`config.mk`:
```
export PLATFORM = sky130hd
export DESIGN_NAME = dbuf_serial_tx
export DESIGN_NICKNAME = d
export VERILOG_FILES = /design/src/rtl/txs_pkg.sv /design/src/rtl/txs_hold.sv /design/src/rtl/txs_shift.sv /design/src/rtl/txs_underrun.sv /design/src/rtl/dbuf_serial_tx.sv
export SDC_FILE = /design/constraint.sdc
export NUM_CORES = 1
export LEC_CHECK = 0
export ABC_AREA = 1
export ABC_CLOCK_PERIOD_IN_PS = 3470
export BUFFER_PORTS_ARGS = -buffer_cell sky130_fd_sc_hd__clkbuf_2
export CORE_MARGIN = 3
export CORE_UTILIZATION = 30
export CTS_CLUSTER_SIZE = 8
export DETAILED_ROUTE_END_ITERATION = 10
export PLACE_DENSITY_LB_ADDON = 0.08
export SETUP_SLACK_MARGIN = 0.05
export SLEW_MARGIN = 0
export SYNTH_ARGS = -nofsm -noshare
export SYNTH_HDL_FRONTEND = slang
export SYNTH_HIERARCHICAL = 1
export SYNTH_SLANG_ARGS = --single-unit
```
`constraint.sdc`:
```
create_clock -name clk -period 3.47 [get_ports clk]
set_input_delay 1.041 -clock clk [delete_from_list [all_inputs] [get_ports clk]]
set_output_delay 1.041 -clock clk [all_outputs]
set_load 0.01 [all_outputs]
```
`src/rtl/txs_pkg.sv`:
```
package txs_pkg;
  typedef enum logic {
    TXM_ASYNC = 1'b0,
    TXM_SYNC  = 1'b1
  } txs_mode_e;
endpackage

```
`src/rtl/txs_hold.sv`:
```
module txs_hold #(
  parameter int DATA_W = 8
) (
  input  logic              clk,
  input  logic              rst_n,
  input  logic              wr_valid,
  input  logic [DATA_W-1:0] wr_data,
  input  logic              dbuf_en,
  input  logic              shf_active,
  input  logic              take,
  output logic              wr_ready,
  output logic              hold_full,
  output logic [DATA_W-1:0] hold_data,
  output logic              tx_empty
);
  logic accept;
  logic empty_q;

  // With the second buffer off, the holding stage only stages one byte for an idle shifter.
  assign wr_ready = !hold_full && (dbuf_en || !shf_active);
  assign accept   = wr_valid && wr_ready;

  always_ff @(posedge clk or negedge rst_n) begin
    if (!rst_n) begin
      hold_full <= 1'b0;
      hold_data <= '0;
    end else if (accept) begin
      hold_full <= 1'b1;
      hold_data <= wr_data;
    end else if (take) begin
      hold_full <= 1'b0;
    end
  end

  always_ff @(posedge clk or negedge rst_n) begin
    if (!rst_n)      empty_q <= 1'b1;
    else if (accept) empty_q <= 1'b0;
    else if (take)   empty_q <= 1'b1;
  end

  assign tx_empty = dbuf_en && empty_q;
endmodule

```
`src/rtl/txs_shift.sv`:
```
module txs_shift
  import txs_pkg::*;
#(
  parameter int DATA_W = 8
) (
  input  logic              clk,
  input  logic              rst_n,
  input  logic              baud_tick,
  input  logic              hold_full,
  input  logic [DATA_W-1:0] hold_data,
  input  logic              sync_mode,
  input  logic              stop_two,
  input  logic              msb_first,
  output logic              shf_active,
  output logic              take,
  output logic              frame_done,
  output txs_mode_e         mode_q,
  output logic              ser_out,
  output logic              sclk_out
);
  localparam int FW = DATA_W + 3;          // start + data + up to two stops
  localparam int CW = $clog2(FW + 1);

  logic [FW-1:0]     shreg;
  logic [CW-1:0]     bits_left;
  logic              phase;
  logic [DATA_W-1:0] rev_data;
  logic [FW-1:0]     async_frame;
  logic [FW-1:0]     sync_frame;
  logic              bit_end;

  for (genvar i = 0; i < DATA_W; i++) begin : g_rev
    assign rev_data[i] = hold_data[DATA_W-1-i];
  end

  assign async_frame = {2'b11, hold_data, 1'b0};
  assign sync_frame  = {3'b111, (msb_first ? rev_data : hold_data)};

  // Async bits end on every tick; clocked bits end on the tick closing the high half.
  assign bit_end    = baud_tick && shf_active && ((mode_q == TXM_ASYNC) || phase);
  assign frame_done = bit_end && (bits_left == CW'(1));
  assign take       = baud_tick && hold_full && (!shf_active || frame_done);

  always_ff @(posedge clk or negedge rst_n) begin
    if (!rst_n) begin
      shf_active <= 1'b0;
      phase      <= 1'b0;
      mode_q     <= TXM_ASYNC;
      shreg      <= '1;
      bits_left  <= '0;
    end else if (take) begin
      shf_active <= 1'b1;
      phase      <= 1'b0;
      if (sync_mode) begin
        mode_q    <= TXM_SYNC;
        shreg     <= sync_frame;
        bits_left <= CW'(DATA_W);
      end else begin
        mode_q    <= TXM_ASYNC;
        shreg     <= async_frame;
        bits_left <= stop_two ? CW'(FW) : CW'(FW - 1);
      end
    end else if (frame_done) begin
      shf_active <= 1'b0;
      phase      <= 1'b0;
      shreg      <= '1;
      bits_left  <= '0;
    end else if (bit_end) begin
      shreg     <= {1'b1, shreg[FW-1:1]};
      bits_left <= bits_left - CW'(1);
      phase     <= 1'b0;
    end else if (baud_tick && shf_active) begin
      phase <= 1'b1;
    end
  end

  assign ser_out  = shf_active ? shreg[0] : 1'b1;
  assign sclk_out = !(shf_active && (mode_q == TXM_SYNC) && !phase);
endmodule

```
`src/rtl/txs_underrun.sv`:
```
module txs_underrun
  import txs_pkg::*;
(
  input  logic      clk,
  input  logic      rst_n,
  input  logic      frame_done,
  input  txs_mode_e mode_q,
  input  logic      dbuf_en,
  input  logic      hold_full,
  input  logic      udr_clr,
  output logic      udr_set,
  output logic      underrun
);
  assign udr_set = frame_done && (mode_q == TXM_SYNC) && dbuf_en && !hold_full;

  always_ff @(posedge clk or negedge rst_n) begin
    if (!rst_n)       underrun <= 1'b0;
    else if (udr_set) underrun <= 1'b1;
    else if (udr_clr) underrun <= 1'b0;
  end
endmodule

```
`src/rtl/dbuf_serial_tx.sv`:
```
module dbuf_serial_tx
  import txs_pkg::*;
#(
  parameter int DATA_W = 8
) (
  input  logic              clk,
  input  logic              rst_n,
  input  logic              wr_valid,
  output logic              wr_ready,
  input  logic [DATA_W-1:0] wr_data,
  input  logic              sync_mode,
  input  logic              stop_two,
  input  logic              msb_first,
  input  logic              dbuf_en,
  input  logic              baud_tick,
  input  logic              udr_clr,
  output logic              ser_out,
  output logic              sclk_out,
  output logic              tx_empty,
  output logic              underrun
);
  logic              hold_full;
  logic [DATA_W-1:0] hold_data;
  logic              shf_active;
  logic              take;
  logic              frame_done;
  logic              udr_set;
  txs_mode_e         mode_q;

  txs_hold #(.DATA_W(DATA_W)) u_hold (
    .clk        (clk),
    .rst_n      (rst_n),
    .wr_valid   (wr_valid),
    .wr_data    (wr_data),
    .dbuf_en    (dbuf_en),
    .shf_active (shf_active),
    .take       (take),
    .wr_ready   (wr_ready),
    .hold_full  (hold_full),
    .hold_data  (hold_data),
    .tx_empty   (tx_empty)
  );

  txs_shift #(.DATA_W(DATA_W)) u_shift (
    .clk        (clk),
    .rst_n      (rst_n),
    .baud_tick  (baud_tick),
    .hold_full  (hold_full),
    .hold_data  (hold_data),
    .sync_mode  (sync_mode),
    .stop_two   (stop_two),
    .msb_first  (msb_first),
    .shf_active (shf_active),
    .take       (take),
    .frame_done (frame_done),
    .mode_q     (mode_q),
    .ser_out    (ser_out),
    .sclk_out   (sclk_out)
  );

  txs_underrun u_udr (
    .clk        (clk),
    .rst_n      (rst_n),
    .frame_done (frame_done),
    .mode_q     (mode_q),
    .dbuf_en    (dbuf_en),
    .hold_full  (hold_full),
    .udr_clr    (udr_clr),
    .udr_set    (udr_set),
    .underrun   (underrun)
  );
endmodule

```
# After elaboration in Yosys (flattened, before gate mapping)
# Cells that the tools add are included.
[op_classes] n_bitwise=1 n_eq_ne=1 muxes=24 addsub=1 reduce_logical=25
[op_table] operator="$mux 11" count=3
[op_table] operator="$mux 4" count=4
[op_table] operator="$mux 1" count=15
[op_table] operator="$logic_and 1x1->1" count=13
[op_table] operator="$mux 9" count=1
[op_table] operator="$mux 8" count=1
[op_table] operator="$reduce_bool 2->1" count=3
[op_table] operator="$eq 4x1->1 const B" count=1
[op_table] operator="$logic_not 1->1" count=4
[op_table] operator="$reduce_bool 4->1" count=1
[op_table] operator="$sub 4x1->4 const B" count=1
[op_table] operator="$logic_or 1x1->1" count=3
[op_table] operator="$reduce_bool 3->1" count=1
[op_table] operator="$not 1->1" count=1
[word_totals] inputBits=17 wordCells=61 register_bits=29

# Depth between registers and ports, before layout
[depth] ltp_word=8 depth_mapped=11

# By module
# The synthesis kept the hierarchy.
[by_module_without_submodules] mod="txs_shift" cells_each=161 n_inst=1 area_each_um2=1072.3
[by_module_without_submodules] mod="txs_hold" cells_each=46 n_inst=1 area_each_um2=436.7
[by_module_without_submodules] mod="txs_underrun" cells_each=10 n_inst=1 area_each_um2=61.3

# Worst setup path before layout
# OpenSTA, ideal clock, no wires.
[synth_path] kind="input -> output" startpoint="in dbuf_en" endpoint="out wr_ready" arrival_time_ns=1.277 path_stages=2 setup_slack_ns=1.152 cell_sequence="inv_2 a21oi_1"
[synth_via] elab_chain_cells=2
[synth_rtl] element="start: declaration" line="dbuf_serial_tx.sv:14" source="input logic dbuf_en,"
[synth_rtl] element="$logic_or 1x1->1" line="txs_hold.sv:20" source="assign wr_ready = !hold_full && (dbuf_en || !shf_active);"
[synth_rtl] element="$logic_and 1x1->1" line="txs_hold.sv:20"
[synth_rtl] element="end: declaration" line="dbuf_serial_tx.sv:9" source="output logic wr_ready,"
# No other way between the ends.

# Worst setup path after layout
# Same ends and word-level chain as after synthesis.

==> key figures <==
Outcome
  – Status: completed

Logic synthesis
  – Syn nets: 235
  – Mapped Cells: 216
  – Yosys warns: 6
  – Mapped Area: 1570 sq um
  – Mapped Avg Cell Area: 7.25 sq um

GRT
  – First-pass GRT wire length: 6010 microns
  – Largest net degree at the start of global routing: 28
  – Initial antenna violation count: 0
  – Vias in the first global route: 1279
  – Total Routing Usage GR: 12.2%
  – Grt total ovfl: 0

Place
  – GPL Wtd Cong: 0.762
  – IO Port Bufs: 21
  – Cell area after placement: 1710 sq um
  – Detailed placement HPWL: 2590 microns

Floorplanning
  – Die ar.: 6120 sq um
  – Starting Density: 32.1%
  – Die Wd: 78.3 microns
  – Die H: 78.3 microns
  – Placement Rows: 25
  – Core box area: 4880 sq um
  – I/O pin total: 22

Min path
  – Worst hold path type: flip-flop to flip-flop

Final layout
  – Storage element area: 688 sq um
  – Nets: 253
  – Post-layout instance area: 1750 sq um
  – Fill cell count: 578
  – Post-layout util: 35.9%
  – Layout cells sized above 1: 20.2%
  – Inserted Diodes: 0
  – Area growth, synth to finish: 12.0%
  – Multi-input combinational cell area: 749 sq um

Route
  – DR vias/cell: 4.52
  – Routed Antenna Nets: 0
  – Wire length per cell: 11.3 microns
  – DRC Markers: 0
  – First drt pass iteration count: 4
  – Vias: 1356
  – Total wire length: 3400 microns
  – DR iter-0 viols: 48

STA
  – Fmax: 401 MHz
  – Unrepaired setup endpoints after global routing: no
  – Final hold violations: 0
  – Endpoints failing setup: 0
  – Period minus WS final: 2490 ps
  – Final setup TNS: 0 ps
  – Max-slew headroom at the worst pin: 54.5%
  – Worst Tran Pin Value: 683 ps
  – Period utilization: 71.8%
  – Max Slew Vio Count: 0
  – Skew final: 5.29 ps

Clocking
  – Clock root buffer: clkbuf_8
  – CTS-repair resized insts: 0
  – Clock buffer depth: 2
  – CTS Buf Count: 3
  – # hold bufs at CTS: 0
  – H-tree levels: 1
  – CTS tree: built
  – Worst-Skew Late Latency: 270 ps
  – Post-CTS Setup Repair Bufs: 0
  – CTS sink count: 27
  – Clock-pin slew on the worst setup and hold paths: 90 ps

Worst setup path
  – Worst EP required: 2430 ps
  – Critical Path AT: 1450 ps
  – Crit start category: input port
  – CP Class: input port to output port
  – CP max FO: 3
  – Kind of end point of the critical path: output port

Pwr
  – Peak VDD IR: 0.268 mV
  – PD cells: 752 nW/um^2
  – Leak: 0.941 nW
  – Pwr Total: 1.32 mW

Job
  – Total of max-cap violations: 0
path summary, 6_finish.rpt:
| path | from | end | slack (ps) | cells after the start |
|---|---|---|---|---|
| worst max-delay path | dbuf_en | wr_ready | 980 | 4 |
| worst min-delay path | u_shift/shreg[0] | u_shift/shreg[0] | 470 | 2 |
| worst max register to register | u_shift/shf_active | u_shift/shreg[7] | 1450 | 8 |
| worst min register to register | u_shift/shreg[0] | u_shift/shreg[0] | 470 | 2 |
| max in group asynchronous | rst_n | u_hold/hold_data[5] | 2240 | 1 |
| min in group asynchronous | rst_n | u_shift/bits_left[2] | 790 | 1 |
worst max-delay path: stages:
cell and delay, ps:
clkbuf_2 100, inv_2 50, a21oi_1 110, clkbuf_2 140
stage by stage:
step / worst slack (ps) / instances / hold slack [ps]
after floorplan: 1150 / 216 / 445
after global placement: 968 / 296 / 459
after detailed placement: 939 / 296 / 456
after CTS: 968 / 300 / 472
after global routing: 912 / 300 / 483
final: 979 / 300 / 469
cells in the final DEF, fill, tap and decap left out, drive strengths merged:
cell,count
clkbuf,25
a31oi,1
clkinv,1
or2,3
a21oi,5
o21ai,16
o211ai,1
dfrtp,17
nor2,8
ha,2
dfstp,10
o31ai,1
nand3,25
nand4,8
nand2,88
nand3b,1
inv,21
cell type report:
class,instances,share of cell area [%]
Sequential cell,27,39.2
Multi-Input combinational cell,159,42.7
Inverter,22,4.71
Tap cell,67,4.78
Clock buffer,4,2.57
Timing Repair Buffer,21,5.99
power breakdown:
part           switching (mW)  internal (mW)  leakage (nW)
Clock                  0.0960         0.0823        0.0228
Sequential              0.116          0.494         0.311
Combinational           0.334          0.198         0.608
routing by layer:
metal  track usage, %  vias up  wire length [microns]
li1                 -      728                      -
met1             17.6      600                   1740
met2             18.6       24                   1490
met3             2.41        4                    146
met4             2.97        0                     27
met5                0        -                      0
flip-flops by register name, indices dropped and copies added, names as in the netlist:
name                count
u_udr/underrun          1
u_shift/shreg           9
u_shift/shf_active      1
u_shift/bits_left       4
u_shift/mode_q          1
u_hold/empty_q          1
u_hold/hold_data        8
u_shift/phase           1
u_hold/hold_full        1
Power figures use the tool's default switching activity.
